**config.mk**
```make
export PLATFORM = sky130hd
export DESIGN_NAME = seg_blink_seq
export DESIGN_NICKNAME = d
export VERILOG_FILES = /design/src/rtl/seg_blink_pkg.sv /design/src/rtl/seg_mem.sv /design/src/rtl/blink_div.sv /design/src/rtl/blink_phase.sv /design/src/rtl/seg_blink_seq.sv
export SDC_FILE = /design/constraint.sdc
export NUM_CORES = 1
export LEC_CHECK = 0
export BUFFER_PORTS_ARGS = -buffer_cell sky130_fd_sc_hd__buf_2
export CAP_MARGIN = 40
export CELL_PAD_IN_SITES_DETAIL_PLACEMENT = 2
export CELL_PAD_IN_SITES_GLOBAL_PLACEMENT = 2
export CORE_ASPECT_RATIO = 0.75
export CORE_UTILIZATION = 39
export CTS_BUF_LIST = sky130_fd_sc_hd__clkbuf_16
export DETAILED_ROUTE_END_ITERATION = 8
export GPL_TIMING_DRIVEN = 0
export PLACE_DENSITY_LB_ADDON = 0.1
export SYNTH_ARGS = -nofsm -noshare
export SYNTH_HDL_FRONTEND = slang
export SYNTH_SLANG_ARGS = --single-unit
```
**constraint.sdc**
```tcl
create_clock -name clk -period 7.8 [get_ports clk]
set_input_delay 2.34 -clock clk [delete_from_list [all_inputs] [get_ports clk]]
set_output_delay 2.34 -clock clk [all_outputs]
set_load 0.1 [all_outputs]
```
**src/rtl/seg_blink_pkg.sv**
```systemverilog
// Shared types for the segment blink sequencer.
package seg_blink_pkg;
    typedef enum logic [1:0] {
        MODE_STEADY    = 2'b00,
        MODE_MASKED    = 2'b01,
        MODE_ALL       = 2'b10,
        MODE_ALTERNATE = 2'b11
    } bmode_t;
endpackage

```
**src/rtl/seg_mem.sv**
```systemverilog
// Byte-writable segment memory with a self-terminating word-by-word wipe.
// Assumes NSEG is a multiple of WORD_W; a wipe takes NSEG/WORD_W cycles.
module seg_mem #(
    parameter int NSEG   = 32,
    parameter int WORD_W = 8,
    localparam int NW    = NSEG / WORD_W,
    localparam int AW    = (NW > 1) ? $clog2(NW) : 1
) (
    input  logic              clk,
    input  logic              rst_n,
    input  logic              wr_en,
    input  logic [AW-1:0]     wr_addr,
    input  logic [WORD_W-1:0] wr_data,
    input  logic              clr_req,
    output logic              busy,
    output logic [NSEG-1:0]   bits
);
    logic [WORD_W-1:0] words [NW];
    logic [AW-1:0]     ptr;

    // Store host bytes, or zero one word per cycle while a wipe runs.
    always_ff @(posedge clk) begin
        if (!rst_n) begin
            busy <= 1'b0;
            ptr  <= '0;
            for (int i = 0; i < NW; i++) words[i] <= '0;
        end else if (busy) begin
            words[ptr] <= '0;
            ptr        <= ptr + 1'b1;
            if (ptr == AW'(NW - 1)) busy <= 1'b0;
        end else if (clr_req) begin
            busy <= 1'b1;
            ptr  <= '0;
        end else if (wr_en && (int'(wr_addr) < NW)) begin
            words[wr_addr] <= wr_data;
        end
    end

    // Flatten words so byte k covers segments 8k+7..8k.
    for (genvar g = 0; g < NW; g++) begin : g_flat
        assign bits[g*WORD_W +: WORD_W] = words[g];
    end

    a_r9_wipe_empty: assert property (@(posedge clk) disable iff (!rst_n)
        $fell(busy) |-> bits == '0);
    a_r9_wipe_starts: assert property (@(posedge clk) disable iff (!rst_n)
        (clr_req && !busy) |=> busy);
endmodule

```
**src/rtl/blink_div.sv**
```systemverilog
// Blink rate divider: flags every half period of (DIV+1)*2^(8+PRE) cycles.
// Captures PRE/DIV only while hold is high; counter restarts on restart.
module blink_div #(
    parameter int PRE_W  = 3,
    parameter int DIV_W  = 3,
    localparam int CNT_W = DIV_W + 8 + (2**PRE_W - 1)
) (
    input  logic             clk,
    input  logic             rst_n,
    input  logic             hold,
    input  logic             restart,
    input  logic [PRE_W-1:0] pre_in,
    input  logic [DIV_W-1:0] div_in,
    output logic             tick
);
    logic [PRE_W-1:0] pre_q;
    logic [DIV_W-1:0] div_q;
    logic [CNT_W-1:0] cnt;
    logic [CNT_W:0]   half_len;

    // Half period length from the captured settings.
    always_comb begin
        half_len = ({{(CNT_W+1-DIV_W){1'b0}}, div_q} + 1'b1) << (8 + pre_q);
    end

    assign tick = !restart && (cnt == CNT_W'(half_len - 1'b1));

    // Capture rate settings while blinking is off.
    always_ff @(posedge clk) begin
        if (!rst_n) begin
            pre_q <= '0;
            div_q <= '0;
        end else if (hold) begin
            pre_q <= pre_in;
            div_q <= div_in;
        end
    end

    // Count cycles within the current half period.
    always_ff @(posedge clk) begin
        if (!rst_n || restart || tick) cnt <= '0;
        else                           cnt <= cnt + 1'b1;
    end

    a_r2_held_zero: assert property (@(posedge clk) disable iff (!rst_n)
        restart |=> (cnt == '0));
    a_r11_frozen_rate: assert property (@(posedge clk) disable iff (!rst_n)
        !hold |=> ($stable(pre_q) && $stable(div_q)));
endmodule

```
**src/rtl/blink_phase.sv**
```systemverilog
// Frame-synchronous phase sequencer and display mux.
// Assumes frame_strobe is a one-cycle pulse; all image changes wait for it.
module blink_phase
    import seg_blink_pkg::*;
#(
    parameter int NSEG = 32
) (
    input  logic            clk,
    input  logic            rst_n,
    input  logic [1:0]      mode,
    input  logic            disp_sel,
    input  logic            frame_strobe,
    input  logic            tick,
    input  logic [NSEG-1:0] main_bits,
    input  logic [NSEG-1:0] blink_bits,
    output logic            hold,
    output logic            restart,
    output logic [NSEG-1:0] seg_out,
    output logic            show_blink,
    output logic            com_from_blink
);
    bmode_t mode_in, mode_q;
    logic   ph, pend, man_q;

    assign mode_in = bmode_t'(mode);
    assign hold    = (mode_in == MODE_STEADY);
    assign restart = hold || (mode_in != mode_q);

    // Track mode, manual choice, and pending/applied phase toggles.
    always_ff @(posedge clk) begin
        if (!rst_n) begin
            mode_q <= MODE_STEADY;
            ph     <= 1'b0;
            pend   <= 1'b0;
            man_q  <= 1'b0;
        end else begin
            mode_q <= mode_in;
            if (frame_strobe) man_q <= disp_sel;
            if (restart) begin
                ph   <= 1'b0;
                pend <= (mode_in == MODE_MASKED) || (mode_in == MODE_ALL);
            end else if (frame_strobe && pend) begin
                ph   <= ~ph;
                pend <= tick;
            end else if (tick) begin
                pend <= 1'b1;
            end
        end
    end

    // Pick the image driven to the segments this frame.
    always_comb begin
        unique case (mode_q)
            MODE_STEADY:    seg_out = man_q ? blink_bits : main_bits;
            MODE_MASKED:    seg_out = ph ? (main_bits & ~blink_bits) : main_bits;
            MODE_ALL:       seg_out = ph ? '0 : main_bits;
            MODE_ALTERNATE: seg_out = ph ? blink_bits : main_bits;
            default:        seg_out = main_bits;
        endcase
    end

    assign show_blink     = ((mode_q == MODE_STEADY) && man_q) ||
                            ((mode_q == MODE_ALTERNATE) && ph);
    assign com_from_blink = (mode_q == MODE_STEADY) && man_q;

    a_r5_phase_on_frame: assert property (@(posedge clk) disable iff (!rst_n)
        (!frame_strobe && !restart) |=> $stable(ph));
    a_r1_select_on_frame: assert property (@(posedge clk) disable iff (!rst_n)
        !frame_strobe |=> $stable(man_q));
    a_r4_all_dark: assert property (@(posedge clk) disable iff (!rst_n)
        (mode_q == MODE_ALL && ph) |-> (seg_out == '0));
    a_r2_steady_idle: assert property (@(posedge clk) disable iff (!rst_n)
        hold |=> (!ph && !pend));
endmodule

```
**src/rtl/seg_blink_seq.sv**
```systemverilog
// Top: two segment memories, blink divider and frame-synchronous sequencer.
// Assumes one clock drives both the frame timing and the blink divider.
module seg_blink_seq #(
    parameter int NSEG   = 32,
    parameter int PRE_W  = 3,
    parameter int DIV_W  = 3,
    localparam int WORD_W = 8,
    localparam int NW     = NSEG / WORD_W,
    localparam int AW     = (NW > 1) ? $clog2(NW) : 1
) (
    input  logic              clk,
    input  logic              rst_n,
    input  logic [1:0]        mode,
    input  logic              disp_sel,
    input  logic [PRE_W-1:0]  blk_pre,
    input  logic [DIV_W-1:0]  blk_div,
    input  logic              frame_strobe,
    input  logic              wr_en,
    input  logic              wr_blink,
    input  logic [AW-1:0]     wr_addr,
    input  logic [WORD_W-1:0] wr_data,
    input  logic              clr_main,
    input  logic              clr_blink,
    output logic [NSEG-1:0]   seg_out,
    output logic              show_blink,
    output logic              com_from_blink,
    output logic              clr_main_busy,
    output logic              clr_blink_busy
);
    logic [NSEG-1:0] mem_bits [2];
    logic [1:0]      mem_busy;
    logic [1:0]      mem_clr;
    logic            hold, restart, tick;

    assign mem_clr = {clr_blink, clr_main};

    // Index 0 is the main memory, index 1 the secondary memory.
    for (genvar m = 0; m < 2; m++) begin : g_mem
        seg_mem #(.NSEG(NSEG), .WORD_W(WORD_W)) u_mem (
            .clk     (clk),
            .rst_n   (rst_n),
            .wr_en   (wr_en && (wr_blink == (m == 1))),
            .wr_addr (wr_addr),
            .wr_data (wr_data),
            .clr_req (mem_clr[m]),
            .busy    (mem_busy[m]),
            .bits    (mem_bits[m])
        );
    end

    assign clr_main_busy  = mem_busy[0];
    assign clr_blink_busy = mem_busy[1];

    blink_div #(.PRE_W(PRE_W), .DIV_W(DIV_W)) u_div (
        .clk     (clk),
        .rst_n   (rst_n),
        .hold    (hold),
        .restart (restart),
        .pre_in  (blk_pre),
        .div_in  (blk_div),
        .tick    (tick)
    );

    blink_phase #(.NSEG(NSEG)) u_phase (
        .clk            (clk),
        .rst_n          (rst_n),
        .mode           (mode),
        .disp_sel       (disp_sel),
        .frame_strobe   (frame_strobe),
        .tick           (tick),
        .main_bits      (mem_bits[0]),
        .blink_bits     (mem_bits[1]),
        .hold           (hold),
        .restart        (restart),
        .seg_out        (seg_out),
        .show_blink     (show_blink),
        .com_from_blink (com_from_blink)
    );

    a_r8_com_main_when_blinking: assert property (@(posedge clk) disable iff (!rst_n)
        (mode != 2'b00 && $past(mode) != 2'b00) |-> !com_from_blink);
endmodule

```
==> key figures <==
Status
  • Status: finished, violations left
  • Violated checks: DRC

Clocking
  • Clock-pin slew of the registers on the worst-case setup and hold paths: ~0.06 ns
  • Post-CTS setup buffers: 0
  • H-tree levels: 3
  • CTS tree: yes
  • PostCTS Resize Cnt: 0
  • Hold_buf cts: 0
  • Root buffer selected by CTS: clkbuf_16
  • CTS Sinks: 99
  • Clk Latency, worst-skew pair: 0.36 ns
  • Clock Path Buffers: 2
  • Cts bufs inserted: 9

Floorplan
  • Die X: approximately 140 µm
  • Core ar.: 13300 µm²
  • Ports: 62
  • Rows: 36
  • Die Y: approximately 100 µm
  • Die Area: 14400 µm²
  • Initial Utilization: 40.9%

Finish
  • Filler instances: 1476
  • Share of cells above drive strength 1: between 10% and 20%
  • Fin nets: between 700 and 800
  • Area growth, synth to finish: 15.2%
  • Sequential Area: around 2600 µm²
  • Multi-input logic area: 2450 µm²
  • Antenna diodes: 0

STA
  • Max Slew Vio Count: 0
  • Fin crit period: 5.36 ns
  • Final Skew: 0.00976 ns
  • Setup violators final: 0
  • Final hold viol count: 0
  • RSZ-0062 raised after global routing: no
  • Least-Margin Pin Slew: 0.881 ns
  • Sum Neg Setup Slack: 0 ns
  • Max Clk Rate: between 150 and 200 MHz
  • Max-slew headroom: 41.1%
  • Final period utilization: 68.7%
  • Final worst slack: between 2 and 2.5 ns

Synthesis
  • Async SR Flop Fraction: 0%
  • Synth Net Count: 629
  • Register area share after synthesis: just under 50%
  • Synthesized area per cell: approximately 9.1 µm²
  • Yosys warning total: 0
  • Synth Instances: 597
  • Area contributors post-synth: edfxtp_1, dfxtp_1, nor2_1
  • Top cells by count, synth: nor2_1, edfxtp_1, inv_1, o21ai_0, a21oi_1
  • Post-synth EDFFs: 64
  • Cell taking the most area after synthesis: edfxtp_1
  • Most frequent cell after synthesis: nor2_1
  • Ys flop type: edfxtp_1
  • Post-synth top area share: between 30% and 40%
  • Synthesized cell area: 5440 µm²
  • Synthesis-stage register bit count: 99
  • Post-synthesis cell type count: 58

Critical path
  • Critical path fanouts, max: 10
  • R2R setup slack: 4.48 ns
  • Critical path type: register to primary output
  • Critical Path Start Type: register
  • Reg2Reg Depth: 13
  • Critical Path End Type: primary output
  • Critical Path, Cell by Cell: clkbuf_1 > nor3b_1 > a31o_2 > clkbuf_1 > a22o_1 > buf_2
  • Worst endpoint data arrival time: slightly above 3 ns
  • Slowest stage delay, CP: between 0.5 and 0.6 ns
  • CP max-delay cell: clkbuf_1
  • Worst path required time: 5.46 ns
  • Worst path bufs/invs: 3
  • Worst R2R End: u_div.cnt[11]$_SDFF_PP0_
  • Crit-path leading delay family: buffers and inverters
  • CP dominant cell by count: clkbuf_1
  • Reg-to-reg critical path startpoint: u_div.pre_q[0]$_SDFFE_PN0N_

Global routing
  • Vias in the first global route: 5275
  • GRT Overall Usage: 26.9%
  • First-pass GRT wire length: 29.3 mm
  • GRT overflow: 0
  • Initial antenna violation count: 0
  • Pin count of the biggest net entering global routing: 16

Detailed routing
  • Drt wl/cell: 22.2 µm
  • Final ANT Viol Nets: 0
  • Drt initial violations: 287
  • Pre-antenna DRT Iters: 7
  • Number of remaining DRC errors: 10
  • WL final: ~19 mm
  • Vias: between 4000 and 5000
  • Vias per std cell: 5.80

Min path
  • HP Start: u_phase.pend$_SDFFE_PN0P_
  • Hold depth: 2
  • Worst hold path class: register to register
  • Hold endpoint: u_phase.pend$_SDFFE_PN0P_

Place
  • I/O Buffers: 61
  • Routability congestion estimate: 0.864
  • HPWL after detailed placement: around 14 mm
  • Worst slack at placement: 2.77 ns

Power
  • Worst IR Drop VDD: 0.137 mV
  • PD cells: 208 nW/µm²
  • LEAKAGE: 2.63 nW

Run
  • Maxcap violations: 0
routing by layer:
| metal | routed length, µm | vias up | track usage [%] | share of wire, % |
|---|---|---|---|---|
| li1 | - | 2257 | - | - |
| met1 | 8870 | 2509 | 37.3 | 47 |
| met2 | 8760 | 134 | 43.1 | 47 |
| met3 | 984 | 21 | 4.65 | 5.2 |
| met4 | 221 | 0 | 7.38 | 1.2 |
| met5 | 0 | - | 0 | 0 |
flip-flops by register name (all words and copies together), names as in the netlist:
register           cells
g_mem.u_mem.busy       2
g_mem.u_mem.ptr        4
g_mem.u_mem.words     64
u_div.cnt             18
u_div.div_q            3
u_div.pre_q            3
u_phase.man_q          1
u_phase.mode_q         2
u_phase.pend           1
u_phase.ph             1
worst reg2reg max path: stages, from the launching register on:
cell and delay [ns]:
dfxtp_1 0.30, buf_4 0.16, buf_6 0.15, inv_1 0.17, nand4_1 0.22, ha_1 0.32
xor2_1 0.21, or4_1 0.42, a21boi_1 0.15, o221ai_1 0.15, a2111oi_2 0.41, a31o_2 0.32
buf_6 0.17, nor2_1 0.07
layout make-up:
cell class,count,share of cell area [%]
Buffer,34,2.40
Clock buffer,9,3.59
Clock inverter,7,0.599
Inverter,59,3.53
Multi-Input combinational cell,405,39.1
Sequential cell,99,41.9
Tap cell,171,3.41
Timing Repair Buffer,65,5.47
worst max-delay path by stage:
stage	start	endpoint	slack (ns)	cells after the start
after floorplan	u_phase.mode_q[0]$_SDFF_PN0_	seg_out[11]	0.34	5
after detailed placement	clr_blink	g_mem[1].u_mem.words[2][0]$_SDFFCE_PN0P_	2.77	8
after global placement	clr_blink	g_mem[1].u_mem.words[3][0]$_DFFE_PP_	2.71	7
after CTS	u_phase.mode_q[0]$_SDFF_PN0_	seg_out[11]	2.54	6
after global routing	u_phase.mode_q[0]$_SDFF_PN0_	seg_out[11]	2.40	6
final	u_phase.mode_q[0]$_SDFF_PN0_	seg_out[11]	2.44	6
metrics by stage:
stage	power [mW]	instances	hold WS, ns	instance area, µm²	utilization (%)
finish	1.30	849	0.504	6270	47.2
global placement	0.887	829	0.477	5960	44.8
CTS	1.31	849	0.500	6270	47.2
global route	1.34	849	0.510	6270	47.2
detailed placement	0.901	833	0.489	6000	45.2
floorplan	0.823	597	0.449	5440	-
kinds of logic (layout without fill, tap and decap cells):
| group | Yosys count | after routing | share of synthesized area [%] |
|---|---|---|---|
| AO/OA/AOI/OAI | 154 | 154 | 18.7 |
| XOR/XNOR | 33 | 33 | 5.31 |
| adder cells (fa/ha/maj) | 6 | 6 | 1.38 |
| buffers and inverters | 93 | 174 | 6.83 |
| flip-flops | 99 | 99 | 48.2 |
| multiplexers | 12 | 12 | 2.23 |
| AND/OR/NAND/NOR | 200 | 200 | 17.3 |
layout by cell type, fill, tap and decap left out, drive strengths merged, types with 19 or more instances in the layout:
cell type | synthesis | routed
xor2 | 19 | 19
buf | 7 | 72
nand2 | 39 | 39
inv | 59 | 61
dfxtp | 35 | 35
o21ai | 42 | 42
a21oi | 41 | 41
a22o | 32 | 32
edfxtp | 64 | 64
nor2 | 96 | 96
clkbuf | 27 | 36
report_power, final:
group | internal [mW] | total, mW | switching (mW)
clock network | 0.213 | 0.409 | 0.196
registers | 0.581 | 0.595 | 0.0134
logic | 0.0675 | 0.298 | 0.231
total | 0.861 | 1.30 | 0.441
(Power assumes the default switching activity.)
